### src/rtl/nvb_pkg.sv
package nvb_pkg;

    typedef enum logic [2:0] {
        ST_IDLE,
        ST_RD_WAIT,
        ST_RD_LOAD,
        ST_WR_ALIGN,
        ST_WR_PROG
    } nvb_state_e;

    localparam logic [1:0] OFF_ADR = 2'd0;
    localparam logic [1:0] OFF_DAT = 2'd1;
    localparam logic [1:0] OFF_CTL = 2'd2;
    localparam logic [1:0] OFF_IRQ = 2'd3;

    localparam int CB_WS = 0;
    localparam int CB_RS = 1;
    localparam int CB_WE = 2;
    localparam int CB_RE = 3;

    localparam int IB_GLB  = 0;
    localparam int IB_EEIE = 1;
    localparam int IB_MFIE = 2;
    localparam int IB_EEF  = 4;
    localparam int IB_MFF  = 5;

endpackage

### src/rtl/nvb_wtimer.sv
module nvb_wtimer #(
    parameter int WR_CYCLES = 16
) (
    input  logic clk,
    input  logic rst_n,
    output logic wrap
);
    localparam int CW = (WR_CYCLES > 1) ? $clog2(WR_CYCLES) : 1;
    localparam logic [CW-1:0] LAST = CW'(WR_CYCLES - 1);

    logic [CW-1:0] phase_q;

    always_ff @(posedge clk) begin
        if (!rst_n)
            phase_q <= '0;
        else if (phase_q == LAST)
            phase_q <= '0;
        else
            phase_q <= phase_q + 1'b1;
    end

    assign wrap = (phase_q == LAST);

    AST_PHASE_RANGE: assert property (@(posedge clk) disable iff (!rst_n)
        phase_q <= LAST) else $error("timer phase out of range");
endmodule

### src/rtl/nvb_cells.sv
module nvb_cells #(
    parameter int AW = 6,
    parameter int DW = 8
) (
    input  logic          clk,
    input  logic          we,
    input  logic [AW-1:0] waddr,
    input  logic [DW-1:0] wdata,
    input  logic [AW-1:0] raddr,
    output logic [DW-1:0] rdata
);
    localparam int DEPTH = 1 << AW;

    logic [DW-1:0] mem [DEPTH];

    always_ff @(posedge clk) begin
        if (we)
            mem[waddr] <= wdata;
    end

    assign rdata = mem[raddr];
endmodule

### src/rtl/nvb_seq.sv
module nvb_seq
    import nvb_pkg::*;
(
    input  logic clk,
    input  logic rst_n,
    input  logic start_rd,
    input  logic start_wr,
    input  logic tick,
    output logic busy,
    output logic rd_done,
    output logic wr_done
);
    nvb_state_e state_q, state_d;

    always_comb begin
        state_d = state_q;
        unique case (state_q)
            ST_IDLE: begin
                if (start_wr)
                    state_d = ST_WR_ALIGN;
                else if (start_rd)
                    state_d = ST_RD_WAIT;
            end
            ST_RD_WAIT:  state_d = ST_RD_LOAD;
            ST_RD_LOAD:  state_d = ST_IDLE;
            ST_WR_ALIGN: if (tick) state_d = ST_WR_PROG;
            ST_WR_PROG:  if (tick) state_d = ST_IDLE;
            default:     state_d = ST_IDLE;
        endcase
    end

    always_ff @(posedge clk) begin
        if (!rst_n)
            state_q <= ST_IDLE;
        else
            state_q <= state_d;
    end

    always_comb begin
        busy    = 1'b0;
        rd_done = 1'b0;
        wr_done = 1'b0;
        unique case (state_q)
            ST_IDLE:     busy = 1'b0;
            ST_RD_WAIT:  busy = 1'b1;
            ST_RD_LOAD:  begin busy = 1'b1; rd_done = 1'b1; end
            ST_WR_ALIGN: busy = 1'b1;
            ST_WR_PROG:  begin busy = 1'b1; wr_done = tick; end
            default:     busy = 1'b0;
        endcase
    end

    AST_RD_TWO_CLK: assert property (@(posedge clk) disable iff (!rst_n)
        (state_q == ST_IDLE && start_rd && !start_wr) |=> ##1 rd_done)
        else $error("read did not end two clocks after start");
    AST_WR_FROM_IDLE: assert property (@(posedge clk) disable iff (!rst_n)
        (state_q == ST_IDLE && start_wr) |=> (state_q == ST_WR_ALIGN))
        else $error("write start not taken");
endmodule

### src/rtl/nvb_irq.sv
module nvb_irq (
    input  logic clk,
    input  logic rst_n,
    input  logic set_done,
    input  logic sw_we,
    input  logic sw_ee,
    input  logic sw_mf,
    input  logic ack,
    output logic ee_f,
    output logic mf_f
);
    always_ff @(posedge clk) begin
        if (!rst_n) begin
            ee_f <= 1'b0;
            mf_f <= 1'b0;
        end else if (set_done) begin
            ee_f <= 1'b1;
            mf_f <= 1'b1;
        end else if (sw_we) begin
            ee_f <= sw_ee;
            mf_f <= sw_mf;
        end else if (ack) begin
            mf_f <= 1'b0;
        end
    end

    AST_DONE_SETS_FLAGS: assert property (@(posedge clk) disable iff (!rst_n)
        set_done |=> (ee_f && mf_f)) else $error("flags not set at write end");
    AST_ACK_KEEPS_EE: assert property (@(posedge clk) disable iff (!rst_n)
        (ack && !set_done && !sw_we) |=> ($stable(ee_f) && !mf_f))
        else $error("ack touched the EEPROM flag");
endmodule

### src/rtl/nvb_ctrl.sv
module nvb_ctrl
    import nvb_pkg::*;
#(
    parameter int AW        = 6,
    parameter int WR_CYCLES = 16
) (
    input  logic       clk,
    input  logic       rst_n,
    input  logic       bus_sel,
    input  logic       bus_we,
    input  logic [1:0] bus_off,
    input  logic [7:0] bus_wdata,
    output logic [7:0] bus_rdata,
    input  logic       stack_ok,
    input  logic       irq_ack,
    output logic       irq_req,
    output logic       busy
);
    localparam int DW = 8;

    logic [AW-1:0] adr_q;
    logic [DW-1:0] dat_q;
    logic          ws_q, rs_q, we_q, re_q, arm_q;
    logic          glb_q, eeie_q, mfie_q;
    logic          ee_f, mf_f;
    logic          tick, rd_done, wr_done;
    logic [DW-1:0] cell_rdata;

    logic reg_wr, ctl_wr, irq_wr, arming_wr, start_wr, start_rd;

    assign reg_wr    = bus_sel && bus_we;
    assign ctl_wr    = reg_wr && (bus_off == OFF_CTL);
    assign irq_wr    = reg_wr && (bus_off == OFF_IRQ);
    assign arming_wr = ctl_wr && bus_wdata[CB_WE] && !bus_wdata[CB_WS];
    assign start_wr  = ctl_wr && bus_wdata[CB_WS] && bus_wdata[CB_WE]
                       && we_q && arm_q && !busy;
    assign start_rd  = ctl_wr && bus_wdata[CB_RS] && re_q && !busy && !start_wr;

    nvb_wtimer #(.WR_CYCLES(WR_CYCLES)) u_timer (
        .clk   (clk),
        .rst_n (rst_n),
        .wrap  (tick)
    );

    nvb_seq u_seq (
        .clk      (clk),
        .rst_n    (rst_n),
        .start_rd (start_rd),
        .start_wr (start_wr),
        .tick     (tick),
        .busy     (busy),
        .rd_done  (rd_done),
        .wr_done  (wr_done)
    );

    nvb_cells #(.AW(AW), .DW(DW)) u_cells (
        .clk   (clk),
        .we    (wr_done),
        .waddr (adr_q),
        .wdata (dat_q),
        .raddr (adr_q),
        .rdata (cell_rdata)
    );

    nvb_irq u_irq (
        .clk      (clk),
        .rst_n    (rst_n),
        .set_done (wr_done),
        .sw_we    (irq_wr),
        .sw_ee    (bus_wdata[IB_EEF]),
        .sw_mf    (bus_wdata[IB_MFF]),
        .ack      (irq_ack),
        .ee_f     (ee_f),
        .mf_f     (mf_f)
    );

    always_ff @(posedge clk) begin
        if (!rst_n) begin
            adr_q  <= '0;
            dat_q  <= '0;
            ws_q   <= 1'b0;
            rs_q   <= 1'b0;
            we_q   <= 1'b0;
            re_q   <= 1'b0;
            arm_q  <= 1'b0;
            glb_q  <= 1'b0;
            eeie_q <= 1'b0;
            mfie_q <= 1'b0;
        end else begin
            if (bus_sel)
                arm_q <= arming_wr;
            if (ctl_wr) begin
                we_q <= bus_wdata[CB_WE];
                re_q <= bus_wdata[CB_RE];
            end
            if (start_wr)
                ws_q <= 1'b1;
            else if (wr_done)
                ws_q <= 1'b0;
            if (start_rd)
                rs_q <= 1'b1;
            else if (rd_done)
                rs_q <= 1'b0;
            if (reg_wr && bus_off == OFF_ADR && !busy)
                adr_q <= bus_wdata[AW-1:0];
            if (rd_done)
                dat_q <= cell_rdata;
            else if (reg_wr && bus_off == OFF_DAT && !busy)
                dat_q <= bus_wdata;
            if (irq_wr) begin
                glb_q  <= bus_wdata[IB_GLB];
                eeie_q <= bus_wdata[IB_EEIE];
                mfie_q <= bus_wdata[IB_MFIE];
            end
        end
    end

    always_comb begin
        bus_rdata = '0;
        unique case (bus_off)
            OFF_ADR: bus_rdata[AW-1:0] = adr_q;
            OFF_DAT: bus_rdata = dat_q;
            OFF_CTL: begin
                bus_rdata[CB_WS] = ws_q;
                bus_rdata[CB_RS] = rs_q;
                bus_rdata[CB_WE] = we_q;
                bus_rdata[CB_RE] = re_q;
            end
            OFF_IRQ: begin
                bus_rdata[IB_GLB]  = glb_q;
                bus_rdata[IB_EEIE] = eeie_q;
                bus_rdata[IB_MFIE] = mfie_q;
                bus_rdata[IB_EEF]  = ee_f;
                bus_rdata[IB_MFF]  = mf_f;
            end
            default: bus_rdata = '0;
        endcase
    end

    assign irq_req = glb_q && eeie_q && mfie_q && ee_f && mf_f && stack_ok;

    AST_RD_NEEDS_EN: assert property (@(posedge clk) disable iff (!rst_n)
        (ctl_wr && bus_wdata[CB_RS] && !re_q && !busy) |=> !rs_q)
        else $error("read started without enable");
    AST_WR_ARMED: assert property (@(posedge clk) disable iff (!rst_n)
        $rose(ws_q) |-> $past(arm_q && we_q))
        else $error("write started without a fresh enable");
    AST_BUSY_ADR_STABLE: assert property (@(posedge clk) disable iff (!rst_n)
        busy |=> $stable(adr_q)) else $error("address changed while busy");
    AST_START_CLEARS_AT_END: assert property (@(posedge clk) disable iff (!rst_n)
        wr_done |=> (!ws_q && !busy)) else $error("write start not cleared");
endmodule

### config.mk
export PLATFORM = sky130hd
export DESIGN_NAME = nvb_ctrl
export DESIGN_NICKNAME = d
export VERILOG_FILES = /design/src/rtl/nvb_pkg.sv /design/src/rtl/nvb_wtimer.sv /design/src/rtl/nvb_cells.sv /design/src/rtl/nvb_seq.sv /design/src/rtl/nvb_irq.sv /design/src/rtl/nvb_ctrl.sv
export SDC_FILE = /design/constraint.sdc
export NUM_CORES = 1
export LEC_CHECK = 0
export BUFFER_PORTS_ARGS = -buffer_cell sky130_fd_sc_hd__buf_2
export CORE_ASPECT_RATIO = 1.5
export CORE_MARGIN = 5
export CORE_UTILIZATION = 60
export DETAILED_ROUTE_END_ITERATION = 6
export PLACE_DENSITY = 0.82
export SLEW_MARGIN = 30
export SYNTH_ARGS = -nofsm -noshare
export SYNTH_HDL_FRONTEND = slang
export SYNTH_SLANG_ARGS = --single-unit
### constraint.sdc
create_clock -name clk -period 3.2 [get_ports clk]
set_input_delay 0.32 -clock clk [delete_from_list [all_inputs] [get_ports clk]]
set_output_delay 0.32 -clock clk [all_outputs]
set_load 0.005 [all_outputs]
# Word level (Yosys, flattened, before mapping)
# Memories as Yosys holds them, arrays and structs flattened. A register that Yosys moved wholly into a read port is not among the register bits.
# Cells that the tools add are included.
dict set report classes {
  addsub 1
  n_eq_ne 11
  muxes 27
  bitwise_logic 1
  reduce_logical 36
}
# cell n
set ops {}
lappend ops {{one-hot mux 3 bit (4 select lines)} 2}
lappend ops {{logical AND 1 bit} 23}
lappend ops {{two-way mux 8 bit} 2}
lappend ops {{two-way mux 1 bit} 14}
lappend ops {{two-way mux 3 bit} 4}
lappend ops {{two-way mux 6 bit} 2}
lappend ops {{nonzero test 2 bit} 4}
lappend ops {{equality test 3 x 2 -> 1 bit (second input constant)} 2}
lappend ops {{one-hot mux 2 bit (3 select lines)} 1}
lappend ops {{adder 4 x 1 -> 4 bit (second input constant)} 1}
lappend ops {{equality test 2 bit (second input constant)} 2}
lappend ops {{equality test 4 bit (second input constant)} 1}
lappend ops {{inequality test 2 x 1 -> 1 bit (second input constant)} 2}
lappend ops {{OR reduction 4 bit} 1}
lappend ops {{equality test 3 x 1 -> 1 bit (second input constant)} 1}
lappend ops {{equality test 3 bit (second input constant)} 1}
lappend ops {{logical NOT 1 bit} 3}
lappend ops {{logical NOT 3 bit} 1}
lappend ops {{inequality test 3 bit (second input constant)} 1}
lappend ops {{one-hot mux 1 bit (3 select lines)} 1}
lappend ops {{AND reduction 3 bit} 1}
lappend ops {{nonzero test 3 bit} 1}
lappend ops {{equality test 2 x 1 -> 1 bit (second input constant)} 1}
lappend ops {{logical NOT 2 bit} 1}
lappend ops {{3 further kinds} 3}
dict set report word_totals {
  ff_bits 31
  mem_bits_rw 512
  out_inout_bits 10
  elab_cells 91
  n_memories 1
}
# memory words word_bits rd rd_clocked_by_memory_dff wr line_no
set mem_list {}
lappend mem_list {u_cells.mem 64 8 1 1 1 nvb_cells.sv:14} ;# logic [DW-1:0] mem [DEPTH];

# Logic depth before layout (Yosys ltp)
# Gate-level depths: netlist of the first run.
dict set report depth {
  ltp_word 12
  ltp_mapped 9
}

# Cells and area by module
# From an unflattened synthesis of the first run, not the netlist that was laid out.
dict set report hier_totals {
  cells_unflattened 1106
  area_unflattened_um2 21603.2
}
# mod instances cells_each area_per_inst_um2 seq_area_each_um2
set modules_own_cells {}
lappend modules_own_cells {nvb_cells 1 932 20006.7 15374.7}
lappend modules_own_cells {nvb_ctrl 1 133 1191.1 440.4}
lappend modules_own_cells {nvb_wtimer 1 17 165.2 80.1}
lappend modules_own_cells {nvb_seq 1 17 160.2 60.1}
lappend modules_own_cells {nvb_irq 1 7 80.1 40.0}

# Least setup slack after synthesis of the first run
# Ideal clock, no wire load.
dict set report synth_timing {
  path_type {reg-to-reg}
  start {register u_timer.phase_q[0]}
  end {memory u_cells.mem[62][0] (enable)}
  setup_time_ns 0.370
  t_arrival_ns 1.703
  required_ns 2.830
  slack_ns 1.127
  path_stages_with_launch 7
  path_buffers 0
  synth_period_minus_slack_ns 2.073
  cell_sequence {dfxtp_1 > ha_1 > and3_1 > nand3_1 > nor2_1 > nand3_1 > nor2_1}
}
dict set report synth_between {
  elab_chain_cells 4
}
# item line_no
set synth_rtl {}
lappend synth_rtl {{from (decl)} nvb_wtimer.sv:11} ;# logic [CW-1:0] phase_q;
lappend synth_rtl {{from (signal assigned)} nvb_wtimer.sv:19} ;# phase_q <= phase_q + 1'b1;
lappend synth_rtl {{equality test 4 bit} nvb_wtimer.sv:22} ;# assign wrap = (phase_q == LAST);
lappend synth_rtl {{two-way mux 1 bit} nvb_seq.sv:43} ;# unique case (state_q)
lappend synth_rtl {{two-way mux 1 bit} nvb_cells.sv:17} ;# if (we)
lappend synth_rtl {{two-way mux 1 bit (implied by the code)} nvb_cells.sv:18} ;# mem[waddr] <= wdata;
lappend synth_rtl {{to (decl)} nvb_cells.sv:14}
# Every way passes these cells.

==> results of run 1 <==
-- worst max-delay path by stage --
stage,from,to,slack [ns],depth (start not counted)
after floorplan,u_timer.phase_q[0],u_cells.mem[62][0],1.13,6
after global placement,flop,dat_q[2],0.05,6
after detailed placement,flop,dat_q[2],0.26,6
after CTS,flop,dat_q[5],0.22,6
after global routing,flop,dat_q[2],0.09,6
final,flop,dat_q[5],0.16,6
-- area by class of cell --
cell class              instances  area (um^2)
fillers                      2153        11300
inverters                      20         75.1
clock buffers                  50         1230
clock inverters                34          390
repair buffers                123          911
multi-input cells             538         5180
flip-flops and latches        549        16100
well taps                     478          598
-- state kept, by name (all words and copies together) (netlist names), 3 cells and up, named ones only --
register,cells
u_cells.mem,512
u_timer.phase_q,4
adr_q,6
u_seq.state_q,3
dat_q,8
-- layer usage --
layer  up-vias  share of wire (%)  GRT usage, %
met5         -                  0             0
met4         0                5.8          12.4
met3       150                6.6          3.11
met2       585                 53          43.2
met1      5950                 35          31.7
li1       4911                  -             -
-- cell usage after synthesis (6+ instances only) --
library cell	count	share of area (%)
buf_2	15	0.35
nand3_1	16	0.37
a22oi_1	9	0.31
a2111oi_0	7	0.28
mux4_1	7	0.85
mux4_2	94	9.8
and2_1	6	0.17
dfxtp_1	37	3.4
a21oi_1	19	0.44
o22ai_1	31	0.89
buf_6	7	0.36
nand2_1	37	0.64
buf_4	8	0.28
o21ai_0	23	0.53
nor3_1	15	0.35
nor2b_1	32	0.92
nor4_1	10	0.29
inv_1	19	0.33
edfxtp_1	512	71
buf_1	6	0.10
mux2i_1	29	1.3
nor2_1	77	1.3
clkbuf_1	28	0.48
mux2_2	53	2.7
a211oi_1	23	0.80
nor4b_1	8	0.32
nand2b_1	6	0.17
-- where the power goes --
group / switching [uW] / total, uW / internal, uW
logic: 166 / 277 / 110
clock network: 2550 / 5990 / 3440
registers: 29.1 / 7800 / 7770
-- kinds of logic (layout without fill, tap and decap cells) --
| logic type | Yosys count | after routing |
|---|---|---|
| compound gates | 123 | 123 |
| xor+xnor | 1 | 1 |
| fa+ha+maj | 1 | 1 |
| buf+inv | 85 | 227 |
| flops | 549 | 549 |
| mux | 183 | 183 |
| simple gates | 230 | 230 |
-- stage by stage --
stage | total power (uW) | cells | util (%) | hold WS [ns]
after global placement | 8220 | 1708 | 63.8 | 0.441
after detailed placement | 8230 | 1708 | 63.8 | 0.461
final | 14100 | 1792 | 68.4 | 0.107
after floorplan | 8130 | 1172 | - | 0.430
after CTS | 14100 | 1792 | 68.4 | 0.0857
after global routing | 14400 | 1792 | 68.4 | 0.130
-- critical path, cell delays in order, from the launching register on --
cell and delay (ns):
dfxtp_4 0.61, buf_12 0.29, mux4_2 0.59, a22oi_1 0.21
o21ai_0 0.30, nor4b_1 0.74, a211oi_1 0.11
==> impl_metrics.toml, run 1 <==
[synth]
yosysSeqAreaShare_pct = 74.2
ys_ff_latch = 549
synth_edf_count = 512
synth_compound_area_share_pct = 3.67
async_reset_ff_share_pct = 0
synth.avg_cell_area_um2 = 18.5
synthesis.area_um2 = 21700
synth_fa_ha_area_share_pct = 0.0576
synth_flop_cell = "edfxtp_1"
synthXorXnorAreaFrac_pct = 0.0403
synth_top_family_by_area = "multiplexers"
synth_fp_nets = 1189
synthSimpleGateAreaFrac_pct = 5.33
yosys_warnings = 0
syn_inst = 1172
synth_mux_area_share_pct = 14.7
synth_cell_types = 48

[final_layout]
most-common-layout-cells = "edfxtp_1 (512), mux4_2 (94), buf_4 (94)"
final_common_cell = "edfxtp_1"
syn_to_final_growth_pct = 12.9
layout-drive-gt1-share_pct = 27.7
diodes = 0
finalInstanceArea_um2 = 24500
final_nets = 1295

[worst_setup_path]
reg2reg_depth = 6
cp-start-kind = "flop"
cp.arrival_ns = 3.45
cp-end-kind = "flop"
required_ns = 3.61
crit_fanout = 30
r2r_end = "dat_q[5]"
rrSetupSlack_ns = 0.16
path_class = "flop to flop"

[drt]
viasPerCell = 6.47
route.detailed.drc = 0
ant_nets = 0
routed_wl_um = 49400
wire_per_inst_um = 27.6
drt_pre_antenna_iters = 6
drt_first_iter_violations = 1210
vias = 11600

[clock_network]
hold_buffers = 0
post_cts_resized = 0
cts_root_buf = "clkbuf_16"
htree_levels = 2
cts_buffer_depth = 3
clk_pin_slew_ns = 0.07
numCtsBuffers = 46
cts.sinks = 549
tritoncts = "done"
clock_latency_ns = 0.57
post_cts_buffers = 0

[placed_design]
port_buffers = 25
gp_congestion = 0.867
placed_cell_area_um2 = 22900
dp_hpwl_um = 30300
dpl_worst_slack_ns = 0.260

[min_path]
hold_path_startpoint = "bus_wdata[2]"
hold_path_depth = 3
hold_path_class = "primary input to flop"
holdPathEnd = "we_q"

[grt]
grt_usage_pct = 25.2
grt_pass1_vias = 12000
grt_max_degree = 85
grt_overflow_total = 0
grt_pass1_wl_um = 74900
antenna_found_initial = 0

[floorplanning]
rows = 85
start_util_pct = 60.6
die_w_um = 165
die_h_um = 243
fp.coreArea_um2 = 35800
ios = 26
die_area_um2 = 40200

[sta]
fmax_mhz = 329
relSlewSlack_pct = 31.6
worst_clock_skew_ns = 0.0100
finalSetupViolations = 0
tightest_slew_ns = 1.02
fin_setup_tns_ns = 0
timing.final.ws_setup_ns = 0.160
rsz0062_at_grt = "no"
final_max_slew_viol_count = 0
period_share_pct = 95.0
layout_min_cycle_time_ns = 3.04
hold_viol_final = 0

[power_and_ir_drop]
power_density_nw_per_um2 = 574
p_leak_uw = 0.00813
ir_drop_v = 0.000400

[outcome]
outcome = "finished clean"

[flow_run]
cap_viol_max_count = 0
No activity file was read; power rests on OpenSTA's default activity.
==> run 2, diff against run 1 <==
--- a/config.mk
+++ b/config.mk
@@ -6,11 +6,13 @@
 export NUM_CORES = 1
 export LEC_CHECK = 0
 export BUFFER_PORTS_ARGS = -buffer_cell sky130_fd_sc_hd__buf_2
+export CELL_PAD_IN_SITES_DETAIL_PLACEMENT = 1
+export CELL_PAD_IN_SITES_GLOBAL_PLACEMENT = 2
 export CORE_ASPECT_RATIO = 1.5
 export CORE_MARGIN = 5
-export CORE_UTILIZATION = 60
+export CORE_UTILIZATION = 53
 export DETAILED_ROUTE_END_ITERATION = 6
-export PLACE_DENSITY = 0.82
+export PLACE_DENSITY = 0.91
 export SLEW_MARGIN = 30
 export SYNTH_ARGS = -nofsm -noshare
 export SYNTH_HDL_FRONTEND = slang
==> impl_metrics.toml, run 2 (synthesized netlist as in run 1, its figures left out) <==
[sta]
relSlewSlack_pct = 36.7
whs_ns = 0.126
rsz0062_at_grt = "no"
finalSetupViolations = 0
final_max_slew_viol_count = 0
worst_clock_skew_ns = 0.0121
period_share_pct = 93.8
layout_min_cycle_time_ns = 3.00
tightest_slew_ns = 0.926
hold_viol_final = 0
fmax_mhz = 333

[worst_setup_path]
reg2reg_depth = 6
cp-end-kind = "flop"
cp-start-kind = "flop"
crit_fanout = 8
cp.arrival_ns = 3.19
path_class = "flop to flop"
rrSetupSlack_ns = 0.20
r2r_end = "u_cells.mem[2][5]"
r2r-start = "u_timer.phase_q[0]"
cp-startpoint = "u_timer.phase_q[0]"
required_ns = 3.39

[drt]
viasPerCell = 6.49
wl_met2_um = 30800
routed_wl_um = 57800
met1_length_um = 20200
route.detailed.drc = 0
wl_met3_um = 3050
top_layer_used = "met4"
drt_first_iter_violations = 1156
drt_pre_antenna_iters = 5
wire_per_inst_um = 31.8
ant_nets = 0
vias = 11800

[grt]
grt_max_degree = 85
antenna_found_initial = 0
grt_overflow_total = 0
grt_pass1_wl_um = 84800
grt_usage_pct = 25.4
grt_pass1_vias = 12800

[floorplanning]
die_w_um = 175
ios = 26
start_util_pct = 53.7
die_area_um2 = 45200
rows = 90
fp.coreArea_um2 = 40400
die_h_um = 258

[clock_network]
numCtsBuffers = 48
cts_buffer_depth = 3
cts.sinks = 549
hold_buffers = 0
clock_latency_ns = 0.57
tritoncts = "done"
cts_root_buf = "clkbuf_16"
clk_pin_slew_ns = 0.07
htree_levels = 2

[outcome]
outcome = "finished clean"

[final_layout]
top_register = "u_cells.mem"
final_common_cell = "edfxtp_1"
syn_to_final_growth_pct = 12.4
top_regs = "u_cells.mem: 512 flops, dat_q: 8 flops, adr_q: 6 flops"
final_nets = 1298
diodes = 0
most-common-layout-cells = "edfxtp_1 (512), mux4_2 (94), buf_4 (94)"
final_cells = 1818
layout-drive-gt1-share_pct = 26.4
largest_register_ffs = 512

[power_and_ir_drop]
power_density_nw_per_um2 = 560
ir_drop_v = 0.000496
total_power_uw = 13600
p_leak_uw = 0.00803

[min_path]
hold_path_startpoint = "irq_ack"
holdPathEnd = "u_irq.mf_f"
hold_path_depth = 4
hold_path_class = "primary input to flop"

[flow_run]
cap_viol_max_count = 0

[placed_design]
port_buffers = 25
gp_congestion = 0.873
numPlacedInstances = 1736
dp_hpwl_um = 37400
[run 2: cell count changes in the layout (fill, tap and decap cells not counted), moves of 2 or more]
cell       previous run  this run
clkinv_1              7        10
clkinv_2             13         4
clkinv_4              3         0
bufinv_16             8         3
clkbuf_8              0         2
a2111oi_2             2         0
clkbuf_1              1        12
[run 2: metal layers]
layer	vias up	global-route usage, %
li1	4921	-
met1	6173	29.7
met2	534	45.3
met3	169	3.13
met4	0	14.4
met5	-	0
[run 2: cell type report]
cell class | count | area (um^2)
Timing Repair Buffer | 124 | 931
Multi-Input combinational cell | 538 | 5160
Sequential cell | 549 | 16100
Tap cell | 506 | 633
Clock buffer | 63 | 1300
Inverter | 20 | 75.1
Clock inverter | 18 | 155
Fill cell | 3429 | 16000
[run 2: timing repair]
action / 4_1_cts / 5_1_grt
resized for setup: 0 / 2
setup buffers: 0 / 1
setup endpoints to repair: 0 / 3
[run 2: power by group]
| group | switching [uW] | internal (uW) | leakage, uW |
|---|---|---|---|
| Clock | 2470 | 3070 | 0.000706 |
| Sequential | 36.0 | 7780 | 0.00513 |
| Combinational | 179 | 116 | 0.00219 |
| Total | 2680 | 11000 | 0.00803 |
[run 2: worst max-delay path, cell delays in order (launching register included)]
cell and delay [ns]:
dfxtp_1 0.38, ha_1 0.25, and3_1 0.23, nand3_1 0.21, nor2_1 0.29, nand2_1 0.47, nor2_1 0.81
[run 2: worst max path at each step]
stage | to | slack [ns] | cells after the start
after floorplan | u_cells.mem[62][0] | 1.13 | 6
after global placement | dat_q[0] | -0.12 | 7
after detailed placement | dat_q[0] | 0.04 | 7
after CTS | dat_q[0] | 0.04 | 7
after global routing | u_cells.mem[2][5] | 0.09 | 6
final | u_cells.mem[2][5] | 0.20 | 6
[run 2: through the flow]
stage          TNS, ns  area, um^2  util (%)  setup WS, ns
2_1_floorplan        0       21700         -          1.13
3_3_place_gp    -0.115       22900      56.7        -0.115
3_5_place_dp         0       22900      56.7        0.0404
4_1_cts              0       24400      60.3        0.0357
5_1_grt              0       24400      60.3        0.0860
6_report             0       24400      60.3         0.197
